## config.mk

```make
export PLATFORM = sky130hd
export DESIGN_NAME = alu16_la
export DESIGN_NICKNAME = d
export VERILOG_FILES = /design/src/rtl/alu16_la.sv
export SDC_FILE = /design/constraint.sdc
export NUM_CORES = 1
export LEC_CHECK = 0
export ABC_AREA = 1
export BUFFER_PORTS_ARGS = -buffer_cell sky130_fd_sc_hd__buf_2
export CORE_MARGIN = 2
export CORE_UTILIZATION = 25
export DETAILED_ROUTE_END_ITERATION = 10
export PLACE_DENSITY = 0.49
export SYNTH_ARGS = -nofsm -noshare
export SYNTH_HDL_FRONTEND = slang
export SYNTH_SLANG_ARGS = --single-unit
```

## constraint.sdc

```tcl
create_clock -name vclk -period 7.37
set_input_delay 1.474 -clock vclk [all_inputs]
set_output_delay 1.474 -clock vclk [all_outputs]
set_load 0.01 [all_outputs]
```

## src/rtl/alu16_la.sv

```systemverilog
module alu16_la (
  input  logic [15:0] a_in,
  input  logic [15:0] b_in,
  input  logic [2:0]  sel,
  input  logic        cin,
  output logic [15:0] f_out,
  output logic        cout,
  output logic        ovf
);
  localparam int SW = 4;
  localparam int NS = 4;
  localparam int W  = SW * NS;

  localparam logic [2:0] OP_CLR = 3'd0;
  localparam logic [2:0] OP_BSA = 3'd1;
  localparam logic [2:0] OP_ASB = 3'd2;
  localparam logic [2:0] OP_XOR = 3'd4;
  localparam logic [2:0] OP_OR  = 3'd5;
  localparam logic [2:0] OP_AND = 3'd6;
  localparam logic [2:0] OP_SET = 3'd7;

  logic          arith;
  logic [W-1:0]  x, y, g, p, f_ar;
  logic [NS-1:0] cs;
  logic [NS-2:0] gn, pn;
  logic          c_msb_in, c_msb_out;

  assign arith = ~sel[2] & (sel[1] | sel[0]);
  assign x = (sel == OP_BSA) ? ~a_in : a_in;
  assign y = (sel == OP_ASB) ? ~b_in : b_in;
  assign g = x & y;
  assign p = x | y;

  for (genvar s = 0; s < NS; s++) begin : g_slice
    logic [SW-1:0] sum;
    logic          c_last_in, c_last_out;
    always_comb begin
      logic c;
      c = cs[s];
      c_last_in = c;
      for (int j = 0; j < SW; j++) begin
        sum[j] = x[s*SW+j] ^ y[s*SW+j] ^ c;
        c_last_in = c;
        c = g[s*SW+j] | (p[s*SW+j] & c);
      end
      c_last_out = c;
    end
    assign f_ar[s*SW +: SW] = sum;

    if (s < NS-1) begin : g_gp
      logic gg, pp;
      always_comb begin
        gg = 1'b0;
        pp = 1'b1;
        for (int j = 0; j < SW; j++) begin
          gg = g[s*SW+j] | (p[s*SW+j] & gg);
          pp = pp & p[s*SW+j];
        end
      end
      assign gn[s] = ~gg;
      assign pn[s] = ~pp;
    end else begin : g_top
      assign c_msb_in  = c_last_in;
      assign c_msb_out = c_last_out;
    end
  end

  always_comb begin
    logic [NS-2:0] gh, ph;
    logic          term, acc;
    gh = ~gn;
    ph = ~pn;
    cs[0] = cin;
    for (int k = 0; k < NS-1; k++) begin
      term = cin;
      for (int m = 0; m <= k; m++) term = term & ph[m];
      acc = term;
      for (int m = 0; m <= k; m++) begin
        term = gh[m];
        for (int q = m + 1; q <= k; q++) term = term & ph[q];
        acc = acc | term;
      end
      cs[k+1] = acc;
    end
  end

  always_comb begin
    case (sel)
      OP_CLR:  f_out = '0;
      OP_XOR:  f_out = a_in ^ b_in;
      OP_OR:   f_out = a_in | b_in;
      OP_AND:  f_out = a_in & b_in;
      OP_SET:  f_out = '1;
      default: f_out = f_ar;
    endcase
  end

  assign cout = arith & c_msb_out;
  assign ovf  = arith & (c_msb_in ^ c_msb_out);
endmodule

```

**Word level (Yosys, flattened, before mapping)**

Cells that the tools add are included.

- Bits in registers: 0
- Bits in latches: 0
- Bits in writable memories: 0
- Memory bits (read-only): 0
- Input port bits: 36
- Output and inout bits: 18
- Logic and storage cells: 128
- Memories kept: 0

- $add $sub $neg: 0
- $mul: 0
- Div/mod/pow operators: 0
- Order comparisons: 0
- Equal/unequal tests: 6
- Shift-type cells: 0
- Multiplexer cells: 3
- Bitwise operators: 118
- Reductions and logical operators: 1

Operators with widths:

| kind | count |
|---|---|
| 16-bit case mux with 5 select lines | 1 |
| 1-bit bitwise AND | 40 |
| 1-bit XOR | 33 |
| 16-bit bitwise AND | 2 |
| 16-bit 2-to-1 mux | 2 |
| 16-bit NOT | 2 |
| 16-bit bitwise OR | 2 |
| 1-bit bitwise OR | 29 |
| 16-bit XOR | 1 |
| 3-bit equality test, second input constant | 4 |
| 1-bit NOT | 7 |
| 3-bit NOT | 2 |
| 3-bit by 1-bit equality test with 1-bit output, second input constant | 1 |
| 3-bit by 2-bit equality test with 1-bit output, second input constant | 1 |
| 3-bit logical NOT | 1 |

**Logic depth before layout (Yosys ltp)**

Gate-level depths: netlist of run 1.

- Depth after elaboration: 26
- Mapped depth: 24

**Worst setup path after synthesis of run 1**

OpenSTA, ideal clock, no wires.

- Path kind: input to output
- Start: input sel[0]
- End: output f_out[15]
- Arrival: 4.851 ns
- Data required time: 5.896 ns
- Path slack: 1.045 ns
- Cell stages on the path: 21
- Path buffers: 2
- Cell sequence: buf_4 -> inv_2 -> nand3_4 -> buf_6 -> xor2_1 -> inv_1 -> ha_1 -> inv_1 -> nand2_1 -> nand2_1 -> nand3_1 -> nand2_1 -> nand2_1 -> nand2_1 -> nand2_1 -> fa_1 -> fa_1 -> inv_1 -> fa_1 -> fa_1 -> o21ai_0

- Longest elaborated chain between the ends: 24
- Elaborated cells on any way between the ends: 64
- Classes of those cells: eq/ne (6); mux (3); bitwise (54); reduce/logical (1)

Ends and longest elaborated chain:

| element | RTL line | source |
|---|---|---|
| start: declaration | 4 | `input logic [2:0] sel,` |
| 3-bit by 1-bit equality test with 1-bit output or 3-bit by 2-bit equality test with 1-bit output (tied branches) | 29, 30 |  |
| 16-bit 2-to-1 mux (on tied branches) | 29, 30 |  |
| 16-bit bitwise OR or 16-bit bitwise AND (tied branches) | 32, 31 |  |
| 1-bit bitwise AND | 56 | `gg = g[s*SW+j] \| (p[s*SW+j] & gg);` |
| 1-bit bitwise OR | 56 |  |
| 1-bit bitwise AND | 56 |  |
| 1-bit bitwise OR | 56 |  |
| 1-bit bitwise AND | 56 |  |
| (+8 left out) | -- |  |
| 1-bit bitwise AND | 44 | `c = g[s*SW+j] \| (p[s*SW+j] & c);` |
| 1-bit bitwise OR | 44 |  |
| 1-bit bitwise AND | 44 |  |
| 1-bit bitwise OR | 44 |  |
| 1-bit bitwise AND | 44 |  |
| 1-bit bitwise OR | 44 |  |
| 1-bit XOR | 42 | `sum[j] = x[s*SW+j] ^ y[s*SW+j] ^ c;` |
| 16-bit case mux with 5 select lines * | 88 | `case (sel)` |
| end: declaration | 6 | `output logic [15:0] f_out,` |

Mark *: on every way between the ends. The rest lies on a longest branch, timed or not.

**Worst setup path after layout of run 1**

- Start: input sel[0]
- End: output ovf

- Longest elaborated chain between the ends: 26
- Elaborated cells on any way between the ends: 62
- Classes of those cells: eq/ne (2); mux (2); bitwise (58)

Ends and longest elaborated chain:

| element | RTL line | source |
|---|---|---|
| 3-bit by 1-bit equality test with 1-bit output or 3-bit by 2-bit equality test with 1-bit output (tied branches) | 29, 30 |  |
| 16-bit 2-to-1 mux (on tied branches) | 29, 30 |  |
| 16-bit bitwise OR or 16-bit bitwise AND (tied branches) | 32, 31 |  |
| 1-bit bitwise AND | 56 |  |
| 1-bit bitwise OR | 56 |  |
| 1-bit bitwise AND | 56 |  |
| 1-bit bitwise OR | 56 |  |
| 1-bit bitwise AND | 56 |  |
| (+10 left out) | -- |  |
| 1-bit bitwise AND | 44 |  |
| 1-bit bitwise OR | 44 |  |
| 1-bit bitwise AND | 44 |  |
| 1-bit bitwise OR | 44 |  |
| 1-bit bitwise AND | 44 |  |
| 1-bit bitwise OR | 44 |  |
| 1-bit XOR | 99 | `assign ovf = arith & (c_msb_in ^ c_msb_out);` |
| 1-bit bitwise AND * | 99 |  |
| end: declaration | 8 | `output logic ovf` |

Marked as above.

==> flow_summary.json, run 1 <==
{
  "p_seq_share_pct": 0,
  "dieArea_sq_um": 9585,
  "nets": 439,
  "period_share_pct": 91.88,
  "power_density_nw_per_um2": 71.84,
  "switching_power_w": 0.0001074,
  "grt_pass1_wl_um": 9087,
  "fmax_mhz": 147.7,
  "min_path_type": "in2out",
  "die_h_um": 97.91,
  "antenna_found_initial": 0,
  "critPathLaunch": "sel[0]",
  "leakage_nw": 1.443,
  "critPathKind": "in2out",
  "netlist_area_sq_um": 2205,
  "period_minus_slack_ns": 6.771,
  "rsz0062_at_grt": "false",
  "syn_area_per_cell_sq_um": 7.708,
  "worstMarginPinSlew_ns": 0.9590,
  "crit_fanout": 19,
  "crit_required_ns": 5.90,
  "routed_wl_um": 5174,
  "combPwrFrac_pct": 100.0,
  "hold_start": "b_in[8]",
  "max-slew-margin-rel_pct": 35.83,
  "tns_ns": 0,
  "start_util_pct": 25.53,
  "nClkBuffers": 0,
  "drc_errors": 0,
  "maxCapViolCount": 0,
  "num_vias": 1865,
  "drtAntennaViolNets": 0,
  "seq_cell_count": 0,
  "ys_seq_area_share_pct": 0,
  "cts.repair.resized": 0,
  "vdd_drop_max_mv": 0.03275,
  "p_int_w": 0.00007560,
  "seqCellArea_sq_um": 0,
  "end_kind": "output port",
  "die-width_um": 97.91,
  "synth-warning-count": 0,
  "drive_gt1_share_pct": 21.99,
  "critPathArrivalTime_ns": 5.30,
  "ctsHoldBuffers": 0,
  "areaGrowthSynthToFinish_pct": 15.55,
  "core_area_sq_um": 8636,
  "cp-start-kind": "input port",
  "grt_max_degree": 20,
  "grt_usage_pct": 11.10,
  "dr.first_iter.drc_count": 33,
  "finalSetupViolations": 0,
  "grt_pass1_vias": 2061,
  "vias_per_cell": 4.239,
  "antenna_cells": 0,
  "drt-pass1-iter-count": 4,
  "slew_violations": 0,
  "rows": 34,
  "p_sw_share_pct": 58.69,
  "status": "completed",
  "dpl.hpwl_um": 4203,
  "grt_overflow_total": 0,
  "hold_violations": 0,
  "io_buffers": 54,
  "synth_cells": 286,
  "clkPwrFrac_pct": 0,
  "syn_nets": 391,
  "boundaryPins": 54,
  "place.gp.congestion": 0.7737,
  "dp_cells": 440,
  "wl_per_cell_um": 11.76,
  "yosysUniqueCellTypes": 27,
  "final_cell_count_no_fill": 440,
  "cts_setup_buffers": 0
}
==> synthesized netlist by cell type (all sizes together) <==
| library cell | count | share of area [%] |
|---|---|---|
| a21oi | 3 | 0.68 |
| and3 | 1 | 0.28 |
| buf | 7 | 2.7 |
| clkbuf | 1 | 0.17 |
| fa | 13 | 12 |
| ha | 56 | 32 |
| inv | 75 | 13 |
| nand2 | 43 | 7.8 |
| nand3 | 3 | 1.2 |
| nor2 | 8 | 1.7 |
| nor3 | 1 | 0.74 |
| nor4 | 1 | 0.28 |
| o2111ai | 11 | 4.4 |
| o211a | 5 | 2.3 |
| o21ai | 21 | 4.8 |
| o21bai | 1 | 0.34 |
| xnor2 | 1 | 0.40 |
| xor2 | 35 | 16 |
==> cells in the final DEF, fill, tap and decap left out, types with 2 or more instances in the layout <==
master     count
inv_1         67
ha_1          56
buf_2         54
nand2_1       41
xor2_1        29
o21ai_0       21
fa_1          13
o2111ai_1     11
inv_2          8
nor2_1         7
xor2_2         6
o211a_1        5
a21oi_1        3
nand3_1        2
==> worst max-delay path: stages <==
cell	delay, ns
buf_2	0.34
inv_2	0.12
nor2_4	0.14
nand2_4	0.22
xor2_1	0.31
inv_1	0.08
ha_1	0.18
nor2_1	0.16
nand2_1	0.06
and3_1	0.18
nand2_1	0.11
nand2_1	0.06
nand2_1	0.09
fa_1	0.20
fa_1	0.18
inv_1	0.06
fa_1	0.49
fa_1	0.47
xnor2_1	0.14
nor2_1	0.09
buf_2	0.14
==> through the flow <==
step           total power [W]  instance area (sq um)  worst slack, ns  hold slack [ns]  util (%)
3_3_place_gp         0.0001865                   2547           0.5767            3.468     29.50
3_5_place_dp         0.0001874                   2547           0.4889            3.462     29.50
5_1_grt              0.0002166                   2547           0.1684            3.491     29.50
6_report             0.0001830                   2547           0.5987            3.462     29.50
4_1_cts              0.0001894                   2547           0.4807            3.469     29.50
2_1_floorplan        0.0001264                   2205            1.045            3.180         -
==> kinds of logic after synthesis <==
logic type	after synthesis	synth area share, %
buffers and inverters	83	15.61
xor gates and xnor gates	36	16.34
and+or+nand+nor	57	12.03
adders and majority gates	69	43.59
AOI/OAI and AO/OA	41	12.43
==> final timing paths <==
kind	to	slack, ns	cells after the start
worst max-delay path	ovf	0.60	21
worst min-delay path	f_out[8]	3.46	5
==> routing by layer <==
layer | GRT usage (%) | share of wire [%] | wire length [um]
met5 | 0 | 0 | 0
met3 | 0.4295 | 2.0 | 104
met1 | 13.78 | 45 | 2311
met4 | 0 | 0 | 0
met2 | 22.34 | 53 | 2759
==> power groups by stage <==
stage,Sequential [W],Clock [W],Combinational (W)
after floorplan,0,0,0.000126
after global placement,0,0,0.000186
after detailed placement,0,0,0.000187
after CTS,0,0,0.000189
after global routing,0,0,0.000217
final,0,0,0.000183
==> final cells by class <==
type | instances | area (sq um)
fillers | 964 | 6088
multi-input cells | 203 | 1861
inverters | 75 | 281.5
repair buffers | 54 | 270.3
well taps | 108 | 135.1
(Power assumes the default switching activity.)
==> run 2, diff against run 1 <==
Settings changed: CORE_UTILIZATION 25 to 45, PLACE_DENSITY 0.49 to 0.75.
==> flow_summary.json, run 2 (synthesized netlist as in run 1, its figures left out) <==
{
  "min_path_type": "in2out",
  "crit_fanout": 19,
  "cts.repair.resized": 0,
  "seq_cell_count": 0,
  "cts_setup_buffers": 0,
  "io_buffers": 54,
  "place.gp.congestion": 0.7668,
  "vdd_drop_max_mv": 0.04779,
  "drt-pass1-iter-count": 4,
  "worstMarginPinSlew_ns": 0.8591,
  "drc_errors": 0,
  "finalPower_w": 0.0001811,
  "end_kind": "output port",
  "max_stage_delay_ns": 0.48,
  "endpoint": "ovf",
  "dr.first_iter.drc_count": 30,
  "die-width_um": 74.00,
  "finalSetupViolations": 0,
  "crit_required_ns": 5.90,
  "rows": 25,
  "seqCellArea_sq_um": 0,
  "final_cell_mix": "67 x inv_1, 56 x ha_1, 54 x buf_2",
  "grt_pass1_vias": 1827,
  "rsz0062_at_grt": "false",
  "critPathArrivalTime_ns": 5.26,
  "fmax_mhz": 148.5,
  "start_util_pct": 46.68,
  "status": "completed",
  "dieArea_sq_um": 5475,
  "dpl.hpwl_um": 3792,
  "die_h_um": 74.00,
  "max-slew-margin-rel_pct": 42.51,
  "num_vias": 1877,
  "cp-start-kind": "input port",
  "areaGrowthSynthToFinish_pct": 13.22,
  "nets": 439,
  "power_density_nw_per_um2": 72.54,
  "slew_violations": 0,
  "maxCapViolCount": 0,
  "core_area_sq_um": 4723,
  "hold_violations": 0,
  "ctsHoldBuffers": 0,
  "boundaryPins": 54,
  "grt_pass1_wl_um": 7948,
  "period_share_pct": 91.38,
  "slowest_stage": "fa_1",
  "crit_chain": "buf_2 -> inv_2 -> nor2_4 -> nand2_4 -> xor2_1 -> inv_1 -> ha_1 -> nor2_1 -> nand2_1 -> and3_1 -> nand2_1 -> nand2_1 -> nand2_1 -> fa_1 -> fa_1 -> inv_1 -> fa_1 -> fa_1 -> xnor2_1 -> nor2_1 -> buf_2",
  "antenna_found_initial": 0,
  "grt_usage_pct": 17.70,
  "nClkBuffers": 0,
  "final_util_pct": 52.85,
  "layout_commonest_cell": "inv_1",
  "period_minus_slack_ns": 6.735,
  "grt_max_degree": 20,
  "critPathKind": "in2out",
  "wl_per_cell_um": 11.41,
  "grt_overflow_total": 0,
  "tns_ns": 0,
  "critPathLaunch": "sel[0]",
  "vias_per_cell": 4.704,
  "leakage_nw": 1.443,
  "drtAntennaViolNets": 0,
  "antenna_cells": 0,
  "drive_gt1_share_pct": 21.99,
  "routed_wl_um": 4551
}
[run 2: final cells by class]
cell class	count	area [sq um]
fillers	455	2227
multi-input cells	203	1861
inverters	75	281.5
repair buffers	54	270.3
well taps	67	83.83
[run 2: routing by layer]
layer  global-route usage (%)  up-vias  part of all wire, %
li1                         -      960                    -
met1                    23.33      881                   45
met2                    34.03       34                   52
met3                        0        2                  2.6
met4                    1.010        0                 0.31
met5                        0        -                    0
[run 2: worst min-delay path by stage]
stage / start / to / cells past startpoint
2_1_floorplan: sel[2] / cout / 3
3_3_place_gp: b_in[12] / f_out[12] / 5
3_5_place_dp: b_in[13] / f_out[13] / 5
4_1_cts: b_in[13] / f_out[13] / 5
5_1_grt: b_in[13] / f_out[13] / 5
6_report: b_in[13] / f_out[13] / 5
[run 2: critical path: cells and delay by family]
kind / cells / cell delay, ns
adder cells (fa/ha/maj): 5 / 1.52
AND/OR/NAND/NOR: 9 / 1.09
buffers and inverters: 5 / 0.73
XOR/XNOR: 2 / 0.46
[run 2: power by group]
group | internal (W) | switching (W) | total [W]
clock network | 0 | 0 | 0
registers | 0 | 0 | 0
logic | 0.0000757 | 0.000105 | 0.000181
[run 2: metrics by stage]
| step | hold slack (ns) | instances | worst slack, ns | instance area [sq um] |
|---|---|---|---|---|
| finish | 3.440 | 399 | 0.6352 | 2496 |
| global route | 3.476 | 399 | 0.2637 | 2496 |
| CTS | 3.445 | 399 | 0.6116 | 2496 |
| detailed placement | 3.442 | 399 | 0.6078 | 2496 |
| global placement | 3.445 | 399 | 0.6915 | 2496 |
| floorplan | 3.180 | 286 | 1.045 | 2205 |
==> run 3, diff against run 2 <==
==> constraint.sdc (replaced) <==
create_clock -name vclk -period 7.37
set_input_delay 0.737 -clock vclk [all_inputs]
set_output_delay 0.737 -clock vclk [all_outputs]
set_load 0.01 [all_outputs]
==> flow_summary.json, run 3 (synthesized netlist as in run 1, its figures left out) <==
{
  "ctsHoldBuffers": 0,
  "grt_pass1_vias": 1851,
  "worstMarginPinSlew_ns": 0.8413,
  "io_buffers": 54,
  "drc_errors": 0,
  "hold_violations": 0,
  "worst-path-buf-inv": 5,
  "grt_overflow_total": 0,
  "core_area_sq_um": 4723,
  "cts.repair.resized": 0,
  "hold_start": "b_in[6]",
  "tns_ns": 0,
  "leakage_nw": 1.443,
  "power_density_nw_per_um2": 72.73,
  "drive_gt1_share_pct": 21.99,
  "hold_end": "f_out[6]",
  "dp_slack_ns": 2.064,
  "slowest_stage": "fa_1",
  "seqCellArea_sq_um": 0,
  "final_util_pct": 52.85,
  "drtAntennaViolNets": 0,
  "grt_max_degree": 20,
  "maxCapViolCount": 0,
  "final_cell_mix": "67 x inv_1, 56 x ha_1, 54 x buf_2",
  "cp-start-kind": "input port",
  "die_h_um": 74.00,
  "boundaryPins": 54,
  "crit_required_ns": 6.63,
  "place.gp.congestion": 0.7669,
  "stdcell_area_sq_um": 2496,
  "num_vias": 1867,
  "wl_per_cell_um": 11.30,
  "drt-pass1-iter-count": 4,
  "holdPathStages": 5,
  "end_kind": "output port",
  "antenna_found_initial": 0,
  "cts_setup_buffers": 0,
  "dieArea_sq_um": 5475,
  "finalSetupViolations": 0,
  "fin_ws_ns": 2.088,
  "vias_per_cell": 4.679,
  "nClkBuffers": 0,
  "crit_fanout": 19,
  "critPathKind": "in2out",
  "areaGrowthSynthToFinish_pct": 13.22,
  "routed_wl_um": 4509,
  "seq_cell_count": 0,
  "antenna_cells": 0,
  "path_delay_family": "adder cells",
  "start_util_pct": 46.68,
  "placed_area_sq_um": 2496,
  "layout_commonest_cell": "inv_1",
  "slew_violations": 0,
  "min_path_type": "in2out",
  "period_share_pct": 71.67,
  "vdd_drop_max_mv": 0.04914,
  "critPathArrivalTime_ns": 4.54,
  "die-width_um": 74.00,
  "dr.first_iter.drc_count": 15,
  "fmax_mhz": 189.3,
  "max_stage_delay_ns": 0.48,
  "rsz0062_at_grt": "false",
  "period_minus_slack_ns": 5.282,
  "grt_pass1_wl_um": 7990,
  "crit_chain": "buf_2 -> inv_2 -> nor2_4 -> nand2_4 -> xor2_1 -> inv_1 -> ha_1 -> nor2_1 -> nand2_1 -> and3_1 -> nand2_1 -> nand2_1 -> nand2_1 -> fa_1 -> fa_1 -> inv_1 -> fa_1 -> fa_1 -> xnor2_1 -> nor2_1 -> buf_2",
  "grt_usage_pct": 17.72,
  "nets": 439,
  "finalPower_w": 0.0001816,
  "status": "completed",
  "rows": 25,
  "max-slew-margin-rel_pct": 43.70,
  "dpl.hpwl_um": 3745
}
[run 3: cell counts in the layout (fill, tap and decap cells not counted)]
No cell type changed its count.
[run 3: routing by layer]
metal	vias up	wire, um	global-route usage, %
li1	960	-	-
met1	869	2024	23.33
met2	36	2347	34.13
met3	2	122	0
met4	0	15	1.010
met5	-	0	0
[run 3: power breakdown]
group / internal (W) / switching [W] / leakage, nW
Combinational: 0.0000759 / 0.000106 / 1.44
Clock: 0 / 0 / 0
Sequential: 0 / 0 / 0
Total: 0.0000759 / 0.000106 / 1.44
[run 3: worst min-delay path, stage by stage]
cell       delay (ns)
buf_2            0.09
ha_1             0.12
o21ai_0          0.07
o2111ai_1        0.08
buf_2            0.13
[run 3: final cells by class]
type / count / area, sq um
fillers: 452 / 2227
multi-input cells: 203 / 1861
inverters: 75 / 281.5
repair buffers: 54 / 270.3
well taps: 67 / 83.83
[run 3: stage by stage]
step                      hold WS, ns  cells
final                           1.965    399
after global routing            2.011    399
after CTS                       1.975    399
after detailed placement        1.972    399
after global placement          1.971    399
after floorplan                 1.706    286
[run 3: worst max path at each step]
| stage | slack, ns | startpoint | end | cells past startpoint |
|---|---|---|---|---|
| after CTS | 2.07 | sel[0] | ovf | 21 |
| after floorplan | 2.52 | sel[0] | f_out[15] | 21 |
| after global routing | 1.71 | sel[0] | ovf | 22 |
| after detailed placement | 2.06 | sel[0] | ovf | 21 |
| final | 2.09 | sel[0] | ovf | 21 |
| after global placement | 2.16 | sel[0] | f_out[15] | 21 |
